$ cat src/rtl/mcyc_pkg.sv
package mcyc_pkg;

  typedef enum logic [1:0] {
    CT_NORM  = 2'd0,
    CT_SHORT = 2'd1,
    CT_LONG  = 2'd2,
    CT_IRQ   = 2'd3
  } cyc_t;

  // Number of clocks in a cycle of the given type.
  function automatic int unsigned cyc_len(cyc_t t, int unsigned norm_len,
                                          int unsigned short_len, int unsigned long_len);
    case (t)
      CT_SHORT: return short_len;
      CT_LONG:  return long_len;
      default:  return norm_len;
    endcase
  endfunction

  // Fixed-priority choice of the next cycle type.
  function automatic cyc_t cyc_pick(logic irq, logic lng, logic shrt);
    if (irq)       return CT_IRQ;
    else if (lng)  return CT_LONG;
    else if (shrt) return CT_SHORT;
    else           return CT_NORM;
  endfunction

endpackage

$ cat src/rtl/mcyc_counter.sv
module mcyc_counter #(
  parameter int CW = 6
) (
  input  logic          clk,
  input  logic          rst,
  input  logic [CW-1:0] last_idx,
  output logic [CW-1:0] cnt,
  output logic          at_last,
  output logic          at_first
);
  assign at_last  = (cnt == last_idx);
  assign at_first = (cnt == '0);

  always_ff @(posedge clk) begin
    if (rst)          cnt <= '0;
    else if (at_last) cnt <= '0;
    else              cnt <= cnt + 1'b1;
  end
endmodule

$ cat src/rtl/mcyc_type_sel.sv
module mcyc_type_sel
  import mcyc_pkg::*;
(
  input  logic clk,
  input  logic rst,
  input  logic advance,
  input  logic irq_req,
  input  logic fp_long_req,
  input  logic fp_short_req,
  output cyc_t cur_type
);
  cyc_t next_type;
  assign next_type = cyc_pick(irq_req, fp_long_req, fp_short_req);

  always_ff @(posedge clk) begin
    if (rst)          cur_type <= CT_NORM;
    else if (advance) cur_type <= next_type;
  end
endmodule

$ cat src/rtl/mcyc_clk_gate.sv
module mcyc_clk_gate
  import mcyc_pkg::*;
#(
  parameter int NGATE = 2
) (
  input  cyc_t             cur_type,
  output logic [NGATE-1:0] blank
);
  // Entry g names the cycle type that blanks clock g (0: bit, 1: memory).
  localparam cyc_t BLANK_ON [2] = '{CT_SHORT, CT_IRQ};

  for (genvar g = 0; g < NGATE; g++) begin : g_gate
    assign blank[g] = (cur_type == BLANK_ON[g]);
  end
endmodule

$ cat src/rtl/mcyc_sequencer.sv
module mcyc_sequencer
  import mcyc_pkg::*;
#(
  parameter int PHASE_W   = 5,
  parameter int SHORT_LEN = 8,
  parameter int LONG_LEN  = 64
) (
  input  logic               clk,
  input  logic               rst,
  input  logic               irq_req,
  input  logic               fp_long_req,
  input  logic               fp_short_req,
  output logic [PHASE_W-1:0] phase,
  output logic [1:0]         cyc_type,
  output logic               cyc_start,
  output logic               cyc_end,
  output logic               bit_clk_blank,
  output logic               mem_clk_blank
);
  localparam int NORM_LEN = 1 << PHASE_W;
  localparam int CW       = $clog2(LONG_LEN);

  cyc_t          cur_type;
  logic [CW-1:0] cnt;
  logic [CW-1:0] last_idx;
  logic          at_last;
  logic          at_first;
  logic [1:0]    blank;

  assign last_idx = CW'(cyc_len(cur_type, NORM_LEN, SHORT_LEN, LONG_LEN) - 1);

  mcyc_counter #(.CW(CW)) u_cnt (
    .clk(clk), .rst(rst), .last_idx(last_idx),
    .cnt(cnt), .at_last(at_last), .at_first(at_first)
  );

  mcyc_type_sel u_type (
    .clk(clk), .rst(rst), .advance(at_last),
    .irq_req(irq_req), .fp_long_req(fp_long_req), .fp_short_req(fp_short_req),
    .cur_type(cur_type)
  );

  mcyc_clk_gate #(.NGATE(2)) u_gate (
    .cur_type(cur_type), .blank(blank)
  );

  assign phase         = cnt[PHASE_W-1:0];
  assign cyc_type      = cur_type;
  assign cyc_start     = at_first;
  assign cyc_end       = at_last;
  assign bit_clk_blank = blank[0];
  assign mem_clk_blank = blank[1];
endmodule

$ cat config.mk
export PLATFORM = sky130hd
export DESIGN_NAME = mcyc_sequencer
export DESIGN_NICKNAME = d
export VERILOG_FILES = /design/src/rtl/mcyc_pkg.sv /design/src/rtl/mcyc_counter.sv /design/src/rtl/mcyc_type_sel.sv /design/src/rtl/mcyc_clk_gate.sv /design/src/rtl/mcyc_sequencer.sv
export SDC_FILE = /design/constraint.sdc
export NUM_CORES = 1
export LEC_CHECK = 0
export ABC_CLOCK_PERIOD_IN_PS = 4700
export BUFFER_PORTS_ARGS = -buffer_cell sky130_fd_sc_hd__buf_2
export CAP_MARGIN = 5
export CORE_AREA = 2 2 39 41
export CTS_BUF_LIST = sky130_fd_sc_hd__clkbuf_8 sky130_fd_sc_hd__clkbuf_16
export CTS_CLUSTER_SIZE = 30
export DETAILED_ROUTE_END_ITERATION = 10
export DIE_AREA = 0 0 41 43
export PLACE_DENSITY_LB_ADDON = 0.25
export SLEW_MARGIN = 20
export SYNTH_ARGS = -nofsm -noshare
export SYNTH_HDL_FRONTEND = slang
export SYNTH_HIERARCHICAL = 1
export SYNTH_SLANG_ARGS = --single-unit
$ cat constraint.sdc
create_clock -name clk -period 4.7 [get_ports clk]
set_input_delay 0.705 -clock clk [delete_from_list [all_inputs] [get_ports clk]]
set_output_delay 0.705 -clock clk [all_outputs]
set_load 0.02 [all_outputs]
; Yosys cells after proc, flatten, opt, wreduce, memory -nomap -nowiden
; Cells that the tools add are included.
[totals]
elab_cells = 14
out_inout_bits = 11
ff_bits = 8
inputBits = 5
[op_classes]
mux = 4
eq_ne = 4
reduce_logical = 2
addsub = 2
[ops]
columns = op, count
row1 = one-hot mux 6 bit (2 select lines), 1
row2 = "adder 6 x 1 -> 6 bit, second input constant", 1
row3 = equality test 6 bit, 1
row4 = logical NOT 6 bit, 1
row5 = "subtractor 6 x 1 -> 6 bit, second input constant", 1
row6 = "equality test 2 bit, second input constant", 2
row7 = two-way mux 2 bit, 2
row8 = "equality test 2 x 1 -> 1 bit, second input constant", 1
row9 = OR reduction 2 bit, 1
row10 = two-way mux 1 bit, 1

; Longest topological paths before layout
; Gate-level depths: netlist of the first run.
[logic_depth]
ltp_word = 5
ltp_mapped = 6

; Cells and area by module
; Netlist of the first run, hierarchy kept.
[modules_own_cells]
columns = mod, area_per_inst_um2, seq_area_each_um2, n_inst, cells_per_inst
row1 = mcyc_counter, 387.9, 120.1, 1, 40
row2 = mcyc_type_sel, 77.6, 40.0, 1, 9
row3 = mcyc_sequencer, 18.8, 0.0, 1, 3
row4 = mcyc_clk_gate, 16.3, 0.0, 1, 2

; Worst setup path after synthesis of the first run
; No wires, ideal clock.
[synth_timing]
kind = register -> output
start = reg u_type.cur_type[0]
end = out cyc_end
path_stages_with_launch = 5
setup_slack_ns = 2.421
required_time_ns = 3.995
t_arrival_ns = 1.574
path_buffers = 0
path_cell_list = dfxtp_1 -> nand2b_1 -> xor2_2 -> nor4_4 -> and2_1
[synth_between]
elab_chain_len = 4
[synth_rtl]
columns = item, line_no
row1 = start: declaration, mcyc_type_sel.sv:10  ; output cyc_t cur_type
row2 = start signal: assignment, mcyc_type_sel.sv:17  ; else if (advance) cur_type <= next_type;
row3 = equality test 2 bit / equality test 2 x 1 -> 1 bit (equally long branches), mcyc_pkg.sv:13  ; case (t)
row4 = one-hot mux 6 bit (2 select lines) *, mcyc_pkg.sv:13
row5 = subtractor 6 x 1 -> 6 bit *, mcyc_sequencer.sv:30  ; assign last_idx = CW'(cyc_len(cur_type, NORM_LEN, SHORT_LEN, LONG_LEN) - 1);
row6 = named net last_idx[3], mcyc_sequencer.sv:25  ; logic [CW-1:0] last_idx;
row7 = equality test 6 bit *, mcyc_counter.sv:11  ; assign at_last = (cnt == last_idx);
row8 = end: declaration, mcyc_sequencer.sv:16  ; output logic cyc_end,
; The timed path passes the listed nets; every way through them passes the cells marked *.

; Worst setup path in the final report of the first run
; Same ends and word-level chain as after synthesis.

==> results of run 1 <==
-- sequential cells by signal, summed over array words and instances (netlist names) --
signal / cells
u_cnt/cnt: 6
u_type/cur_type: 2
-- where the power goes --
group,switching (W),internal (W),total [W]
Clock,0.0000258,0.0000554,0.0000812
Sequential,0.00000408,0.0000704,0.0000745
Combinational,0.0000141,0.00000903,0.0000231
Total,0.0000440,0.000135,0.000179
-- metrics by stage --
step	power (W)	instance area, um^2	setup slack [ns]	hold slack, ns	std cells
CTS	0.000182	628	2.14	0.541	88
global placement	0.0000991	587	2.40	0.527	85
global route	0.000189	628	2.01	0.576	88
finish	0.000179	628	2.15	0.536	88
floorplan	0.0000913	508	2.42	0.594	56
detailed placement	0.0000992	587	2.38	0.535	85
-- final timing paths --
| path | startpoint | endpoint | slack (ns) | cells past startpoint |
|---|---|---|---|---|
| worst max-delay path | u_type/cur_type[0] | cyc_end | 2.15 | 5 |
| worst min-delay path | u_type/cur_type[1] | u_type/cur_type[1] | 0.54 | 2 |
| worst max register to register | u_type/cur_type[0] | u_type/cur_type[0] | 2.86 | 6 |
| worst min register to register | u_type/cur_type[1] | u_type/cur_type[1] | 0.54 | 2 |
-- layout make-up --
class / count / share of cell area [%]
clock buffer: 3 / 6.57
inverter: 4 / 2.39
multi-input combinational: 42 / 50.4
sequential: 8 / 25.5
tap: 16 / 3.19
timing repair buffer: 15 / 12.0
-- layout by cell type (no fill, tap or decap), types with 2 or more instances in the layout --
cell type and instances:
nand2b_1 2, clkbuf_8 3, nor2_1 4, nand3_1 3, xor2_1 7, dfxtp_1 8, buf_2 15, conb_1 3
a211oi_1 5, inv_1 4, ha_1 2, and2_1 2, a21oi_1 2
-- metal layers --
| layer | up-vias | wire length, um | global-route usage (%) |
|---|---|---|---|
| li1 | 219 | - | - |
| met1 | 175 | 418 | 15.6 |
| met2 | 7 | 412 | 16.9 |
| met3 | 0 | 49 | 7.85 |
| met4 | 0 | 0 | 2.00 |
| met5 | - | 0 | 0 |
-- worst reg2reg max path, stage by stage, from the launching register on --
cell      delay [ns]
dfxtp_1         0.40
nand2b_1        0.14
xor2_2          0.18
nor4_4          0.45
and2_1          0.27
nor2_1          0.07
a311oi_1        0.25
-- cells by family (layout without fill, tap and decap cells) --
group           after synthesis  count (layout)
simple gates                 17              17
compound gates               11              11
xor+xnor                      9               9
flops                         8               8
buf+inv                       6              22
fa+ha+maj                     2               2
other cells                   1               3
==> impl_results.md, run 1 <==
* Compound-Gate Fraction of Synth Area at 16.5%
* Clock Latency Late Sink at 0.23 ns
* H-tree Lvls at 1
* Min cycle time layout at 2.55 ns
* Worst hold path class: flop to flop
* Detailed-route via count at 401
* HPWL Detailed at 700 um
* Die W at 41 um
* Xor/xnor cell area share of the yosys netlist at 17.3%
* Final WL at 880 um
* Port Buffers at 15
* Layout cells sized above 1 at 34.7%
* Synthesized flop and latch total at 8
* Iter 0 DRT Violations at 4
* Total CTS buffers at 3
* Nets@finish at 81
* I/O pins at 16
* Clk sink count at 8
* Status: finished clean
* Main area contributors after synthesis: dfxtp_1 32%, xor2_1 12%, a211oi_1 7.5%
* Synth async-reset ratio at 0%
* Worst path arrival time at 1.84 ns
* Hold Vio Cnt, Final at 0
* Worst path bufs/invs at 1
* Routability congestion estimate at 0.786
* Top achievable clock speed at 0.392 GHz
* Crit path largest cell delay at 0.45 ns
* Mux share of post-synthesis cell area at 0%
* Adder-Cell Fraction of Synth Area at 5.00%
* RSZ-0062 raised after global routing: false
* CTS tree: built
* Mapped Cells at 54
* Max Cap Viol at 0
* Pre-antenna DRT Iters at 2
* # setup viols final at 0
* PD cells at 285 mW/mm^2
* Commonest cells post-synth: 8 x dfxtp_1, 7 x xor2_1, 5 x a211oi_1
* Post-CTS setup buffers at 0
* GRT overflow at 0
* Warnings from Yosys at 6
* Clock skew at 0.00510 ns
* Post-Synth Simple-Gate Area at 22.2%
* Hold_buf cts at 0
* DRT antenna net count at 0
* Required time of the critical path at 3.99 ns
* CP cell instances: nand2b_1, xor2_2, nor4_4, and2_1, buf_2
* Critical path type: flop to output port
* Critical Path Source Type: flop
* Synth top area share at 32.0%
* First-pass GRT wire length at 1.44 mm
* Area of the multi-input gates at 317 um^2
* DRC viols at 0
* CP delay by family, top: simple AND/OR/NAND/NOR gates
* Pins over their slew limit at 0
* Setup crit end kind: output port
* Max Fanout on Critical Path at 7
* Reg area at 160 um^2
* Largest net degree at the start of global routing at 8
* Die area at 0.00176 mm^2
* Initial Util at 36.2%
* Synth Cell Area at 500 um^2
* Vias in the first global route at 353
* Area leader, netlist: dfxtp_1
* Largest family of logic cells by synthesized area: simple AND/OR/NAND/NOR gates
* Vias per inst at 4.56
* EDFF count, synth at 0
* Routed len/inst at 10.0 um
* Static Leak at 0.295 nW
* N_diodes at 0
* Worst IR drop on VDD at 0.245 mV
* Sequential cell area fraction in the yosys report at 32.0%
* Die height at 43 um
* Initial antenna violation count at 0
* Syn-to-layout area delta at 25.5%
* Final period utilization at 54.2%
* Clock transition at path regs at 0.04 ns
* Post-cts resize count at 0
* Site Rows at 14
* Fin util at 45.4%
* Max Root-Sink Buffers at 2
* Fill cells at 148
* Top-count cell post-synth: dfxtp_1
* Root Driver: clkbuf_8
* Synthesized area per cell at 9.27 um^2
* Setup TNS at 0 ns
* Total GRT Usage at 12.1%
* Cell variety after synth at 25
* Crit-path slowest cell: nor4_4
* Placeable Area at 0.00138 mm^2
* Most used DFF post-synth: dfxtp_1
Power figures use the tool's default switching activity.
==> run 2, diff against run 1 <==
Settings changed: ABC_CLOCK_PERIOD_IN_PS 4700 to 2100.
Clock period 4.7 ns to 2.1 ns, I/O delays scaled along.
==> run 2 against run 1 <==
- critical path depth unchanged
- cell count up 2.3%
- die area is the same
- non-clock buffer count is 2 higher
- routed wire length rose by 11%
- sequential share of layout area decreased by 0.60 points
- via count grew 5.0%
- clock skew decreased by 0.0028 ns
- register-to-register slack lost 2.4 ns
- clock power up 130%
- final area rose by 2.4%
- sequential cell count unchanged
- critical path type unchanged
==> impl_results.md, run 2 (synthesis gave the netlist of run 1 again) <==
* HPWL Detailed at 737 um
* Max Fanout on Critical Path at 6
* Worst path bufs/invs at 1
* Syn-to-layout area delta at 28.5%
* Commonest cells after routing, fill and taps aside: 15 x buf_2, 8 x dfxtp_1, 7 x xor2_1
* Fin util at 46.5%
* Pre-antenna DRT Iters at 4
* Clock transition at path regs at 0.04 ns
* H-tree Lvls at 1
* Setup TNS at 0 ns
* Clk sink count at 8
* Vias in the first global route at 372
* Clock Latency Late Sink at 0.23 ns
* Static Leak at 0.306 nW
* Final WL at 976 um
* Met1 layer usage reported by global route at 17.8%
* Met2 usage at 18.8%
* Iter 0 DRT Violations at 5
* Initial antenna violation count at 0
* Clock skew at 0.00234 ns
* CP delay by family, top: simple AND/OR/NAND/NOR gates
* Crit path largest cell delay at 0.40 ns
* Pins over their slew limit at 0
* Non-filler cells, final at 90
* Die area at 0.00176 mm^2
* Post-cts resize count at 0
* Final period utilization at 94.5%
* Routability congestion estimate at 0.721
* Worst path arrival time at 1.67 ns
* Layout cells sized above 1 at 36.5%
* Top achievable clock speed at 0.504 GHz
* Grt met3 use at 7.85%
* Min cycle time layout at 1.98 ns
* Required time of the critical path at 1.78 ns
* Status: finished clean
* Worst IR drop on VDD at 0.326 mV
* Die height at 43 um
* Setup crit end kind: output port
* Max Cap Viol at 0
* Top flop regs: u_cnt/cnt x6, u_type/cur_type x2
* Vias per inst at 4.68
* Hold_buf cts at 0
* Post-Place Cells at 87
* Largest Register: u_cnt/cnt
* Max Root-Sink Buffers at 2
* Initial Util at 36.2%
* CTS tree: built
* N_diodes at 0
* # setup viols final at 0
* Port Buffers at 15
* Commonest non-fill, non-tap cell in the layout: buf_2
* Hold Vio Cnt, Final at 0
* First-pass GRT wire length at 1.61 mm
* Total CTS buffers at 3
* Critical Path Source Type: flop
* Fill cells at 148
* I/O pins at 16
* Max reg flops at 6
* CP cell instances: nand2b_1, xor2_2, nor4_4, and2_1, buf_2
* Nets@finish at 83
* GRT overflow at 0
* Detailed-route via count at 421
* Post-CTS setup buffers at 0
* DRT antenna net count at 0
* Die W at 41 um
* Placeable Area at 0.00138 mm^2
* RSZ-0062 raised after global routing: false
* Site Rows at 14
* Worst hold path class: primary input to flop
* Largest net degree at the start of global routing at 8
* Total GRT Usage at 14.0%
* Routed len/inst at 10.8 um
* Busiest layer in global routing: met2
* Critical path type: flop to output port
* Root Driver: clkbuf_8
* Crit-path slowest cell: dfxtp_1
* PD cells at 634 mW/mm^2
* DRC viols at 0
-- run 2: cell count changes in the layout (fill, tap and decap cells not counted) --
cell,previous run,this run
buf_4,0,2
-- run 2: final cells by class --
cell class              instances  area (um^2)  area share (%)
inverters                       4         15.0            2.33
flip-flops and latches          8          160            24.9
well taps                      16         20.0            3.11
repair buffers                 17         90.1            14.0
multi-input cells              42          317            49.2
clock buffers                   3         41.3            6.42
-- run 2: path summary, 6_finish.rpt --
path | from | endpoint | slack, ns | depth (start not counted)
min reg2reg | u_type/cur_type[1] | u_type/cur_type[1] | 0.53 | 2
max | u_type/cur_type[0] | cyc_end | 0.12 | 5
min | rst | u_cnt/cnt[2] | 0.35 | 2
max reg2reg | u_type/cur_type[0] | u_type/cur_type[0] | 0.44 | 6
-- run 2: power by group --
| group | internal [W] | switching [W] |
|---|---|---|
| registers | 0.000158 | 0.00000986 |
| logic | 0.0000232 | 0.0000328 |
| clock network | 0.000124 | 0.0000601 |
| total | 0.000305 | 0.000103 |
-- run 2: per-stage QoR --
step	hold slack, ns	setup slack [ns]	power [W]	area, um^2
6_report	0.350	0.116	0.000408	643
5_1_grt	0.360	0.000156	0.000432	643
4_1_cts	0.344	0.0873	0.000413	643
3_5_place_dp	0.533	0.340	0.000226	602
3_3_place_gp	0.528	0.350	0.000226	602
2_1_floorplan	0.387	0.138	0.000204	508
-- run 2: worst register-to-register path: cells and delay by family (launching register included) --
| kind | cells | cell delay [ns] |
|---|---|---|
| AND/OR/NAND/NOR | 4 | 0.74 |
| AO/OA/AOI/OAI | 1 | 0.25 |
| XOR/XNOR | 1 | 0.18 |
| flip-flops | 1 | 0.40 |
-- run 2: per-layer routing --
layer / up-vias / part of all wire, %
met2: 8 / 47
met3: 2 / 5.3
met4: 0 / 0.20
met5: - / 0
met1: 188 / 47
li1: 223 / -
==> run 3, diff against run 2 <==
Settings changed: CELL_PAD_IN_SITES_DETAIL_PLACEMENT set to 1, CELL_PAD_IN_SITES_GLOBAL_PLACEMENT set to 2, CORE_AREA 2 2 39 41 to unset, CORE_MARGIN set to 2, CORE_UTILIZATION set to 24, DIE_AREA 0 0 41 43 to unset, SKIP_LAST_GASP set to 1.
==> run 3 against run 2 <==
- register-to-register slack improved by 0.04 ns
- global-route usage decreased by 3.0 points
- clock power increased by 2%
- core utilization decreased by 13 points
- critical path depth unchanged
- clock skew increased by 0.00084 ns
- first-iteration DRC count increased by 100%
- power increased by 1.4%
==> impl_results.md, run 3 (synthesis gave the netlist of run 1 again) <==
* Worst path arrival time at 1.65 ns
* Critical path type: flop to output port
* Min-Delay Endpoint: u_type/cur_type[0]
* Final Power at 0.000413 W
* Min cycle time layout at 1.97 ns
* Syn-to-layout area delta at 33.0%
* Commonest non-fill, non-tap cell in the layout: buf_2
* Placeable Area at 0.00196 mm^2
* Setup TNS at 0 ns
* Root Driver: clkbuf_8
* Status: finished clean
* Design Area, Final at 666 um^2
* Total CTS buffers at 3
* Largest Register: u_cnt/cnt
* PD cells at 621 mW/mm^2
* I/O pins at 16
* Critical path startpoint: u_type/cur_type[0]
* Commonest cells after routing, fill and taps aside: 15 x buf_2, 8 x dfxtp_1, 7 x xor2_1
* CTS tree: built
* Max Cap Viol at 0
* First-pass GRT wire length at 2.03 mm
* Total GRT Usage at 11.0%
* Setup crit end kind: output port
* HPWL Detailed at 859 um
* Nets@finish at 84
* Routability congestion estimate at 0.670
* Layout cells sized above 1 at 38.7%
* P_int at 0.000307 W
* Site Rows at 16
* Initial Util at 25.5%
* Initial antenna violation count at 0
* Sw Pwr at 0.000106 W
* N_diodes at 0
* Sw Ratio at 25.8%
* Hold Path Cell Cnt at 2
* Clock skew at 0.00317 ns
* Die W at 49.7 um
* DRC viols at 0
* RSZ-0062 raised after global routing: false
* Largest net degree at the start of global routing at 8
* Hold_buf cts at 0
* H-tree Lvls at 1
* Vias per inst at 4.20
* Clk sink count at 8
* Fill cells at 248
* Routed len/inst at 11.1 um
* Power share of the clock group at 45.4%
* Top achievable clock speed at 0.508 GHz
* Hold path start: rst
* Max reg flops at 6
* Port Buffers at 15
* Iter 0 DRT Violations at 10
* DRT antenna net count at 0
* Die height at 49.7 um
* Final period utilization at 93.6%
* Non-filler cells, final at 102
* Worst hold path class: primary input to flop
* Gate power share at 14.6%
* Reg power frac at 40.0%
* Reg2reg start: u_type/cur_type[0]
* Post-Place Cells at 99
* Detailed-route via count at 428
* Pre-antenna DRT Iters at 4
* R2R Setup Slk at 0.48 ns
* GRT overflow at 0
* Placed cell area at 623 um^2
* Top flop regs: u_cnt/cnt x6, u_type/cur_type x2
* Vias in the first global route at 432
* Cell count of the worst reg-to-reg path at 6
* Worst IR drop on VDD at 0.249 mV
* Required time of the critical path at 1.78 ns
* Static Leak at 0.312 nW
* Final WL at 1.13 mm
* Pins over their slew limit at 0
* Clock Latency Late Sink at 0.23 ns
* Clock transition at path regs at 0.04 ns
* Max Root-Sink Buffers at 2
* Reg-to-reg endpoint: u_type/cur_type[0]
* Max Fanout on Critical Path at 6
* Die area at 0.00247 mm^2
* Hold Vio Cnt, Final at 0
* Critical Path Source Type: flop
* # setup viols final at 0
-- run 3: power groups by stage --
stage | Clock (W) | Combinational (W) | Sequential [W]
final | 0.000188 | 0.0000605 | 0.000165
after global routing | 0.000208 | 0.0000676 | 0.000167
after CTS | 0.000197 | 0.0000611 | 0.000165
after detailed placement | 0 | 0.0000607 | 0.000168
after global placement | 0 | 0.0000618 | 0.000168
after floorplan | 0 | 0.0000322 | 0.000172
-- run 3: what timing repair did --
action,in CTS,in global routing
gates resized for setup,0,1
setup buffers,0,0
endpoints found under the setup margin,0,1
endpoints found under the hold margin,0,0
-- run 3: layer usage --
| metal | global-route usage [%] | vias up | wire length [um] |
|---|---|---|---|
| met1 | 14.1 | 194 | 535 |
| li1 | - | 222 | - |
| met5 | 0 | - | 0 |
| met4 | 8.33 | 0 | 21 |
| met3 | 3.03 | 2 | 39 |
| met2 | 15.3 | 10 | 533 |
-- run 3: final cells by class --
class	instances	area, um^2	area share (%)
Timing Repair Buffer	18	97.6	14.7
Inverter	4	15.0	2.26
Sequential cell	8	160	24.1
Multi-Input combinational cell	42	318	47.7
Tap cell	27	33.8	5.08
Clock buffer	3	41.3	6.20
-- run 3: worst max path at each step --
stage / depth (start not counted) / slack (ns) / end
after floorplan: 6 / 0.14 / u_type/cur_type[0]
after global placement: 5 / 0.33 / cyc_end
after detailed placement: 5 / 0.30 / cyc_end
after CTS: 5 / 0.04 / cyc_end
after global routing: 5 / 0.007 / cyc_end
final: 5 / 0.13 / cyc_end
-- run 3: worst max-delay path, cell delays in order, from the launching register on --
cell and delay, ns:
dfxtp_1 0.41, nand2b_1 0.14, xor2_2 0.18, nor4_4 0.29
and2_2 0.23, buf_2 0.17
-- run 3: metrics by stage --
step	hold WS, ns	worst slack (ns)	utilization [%]
floorplan	0.387	0.138	-
global placement	0.539	0.334	31.8
detailed placement	0.538	0.303	31.8
CTS	0.340	0.0400	33.9
global route	0.356	0.00699	33.9
finish	0.350	0.133	33.9
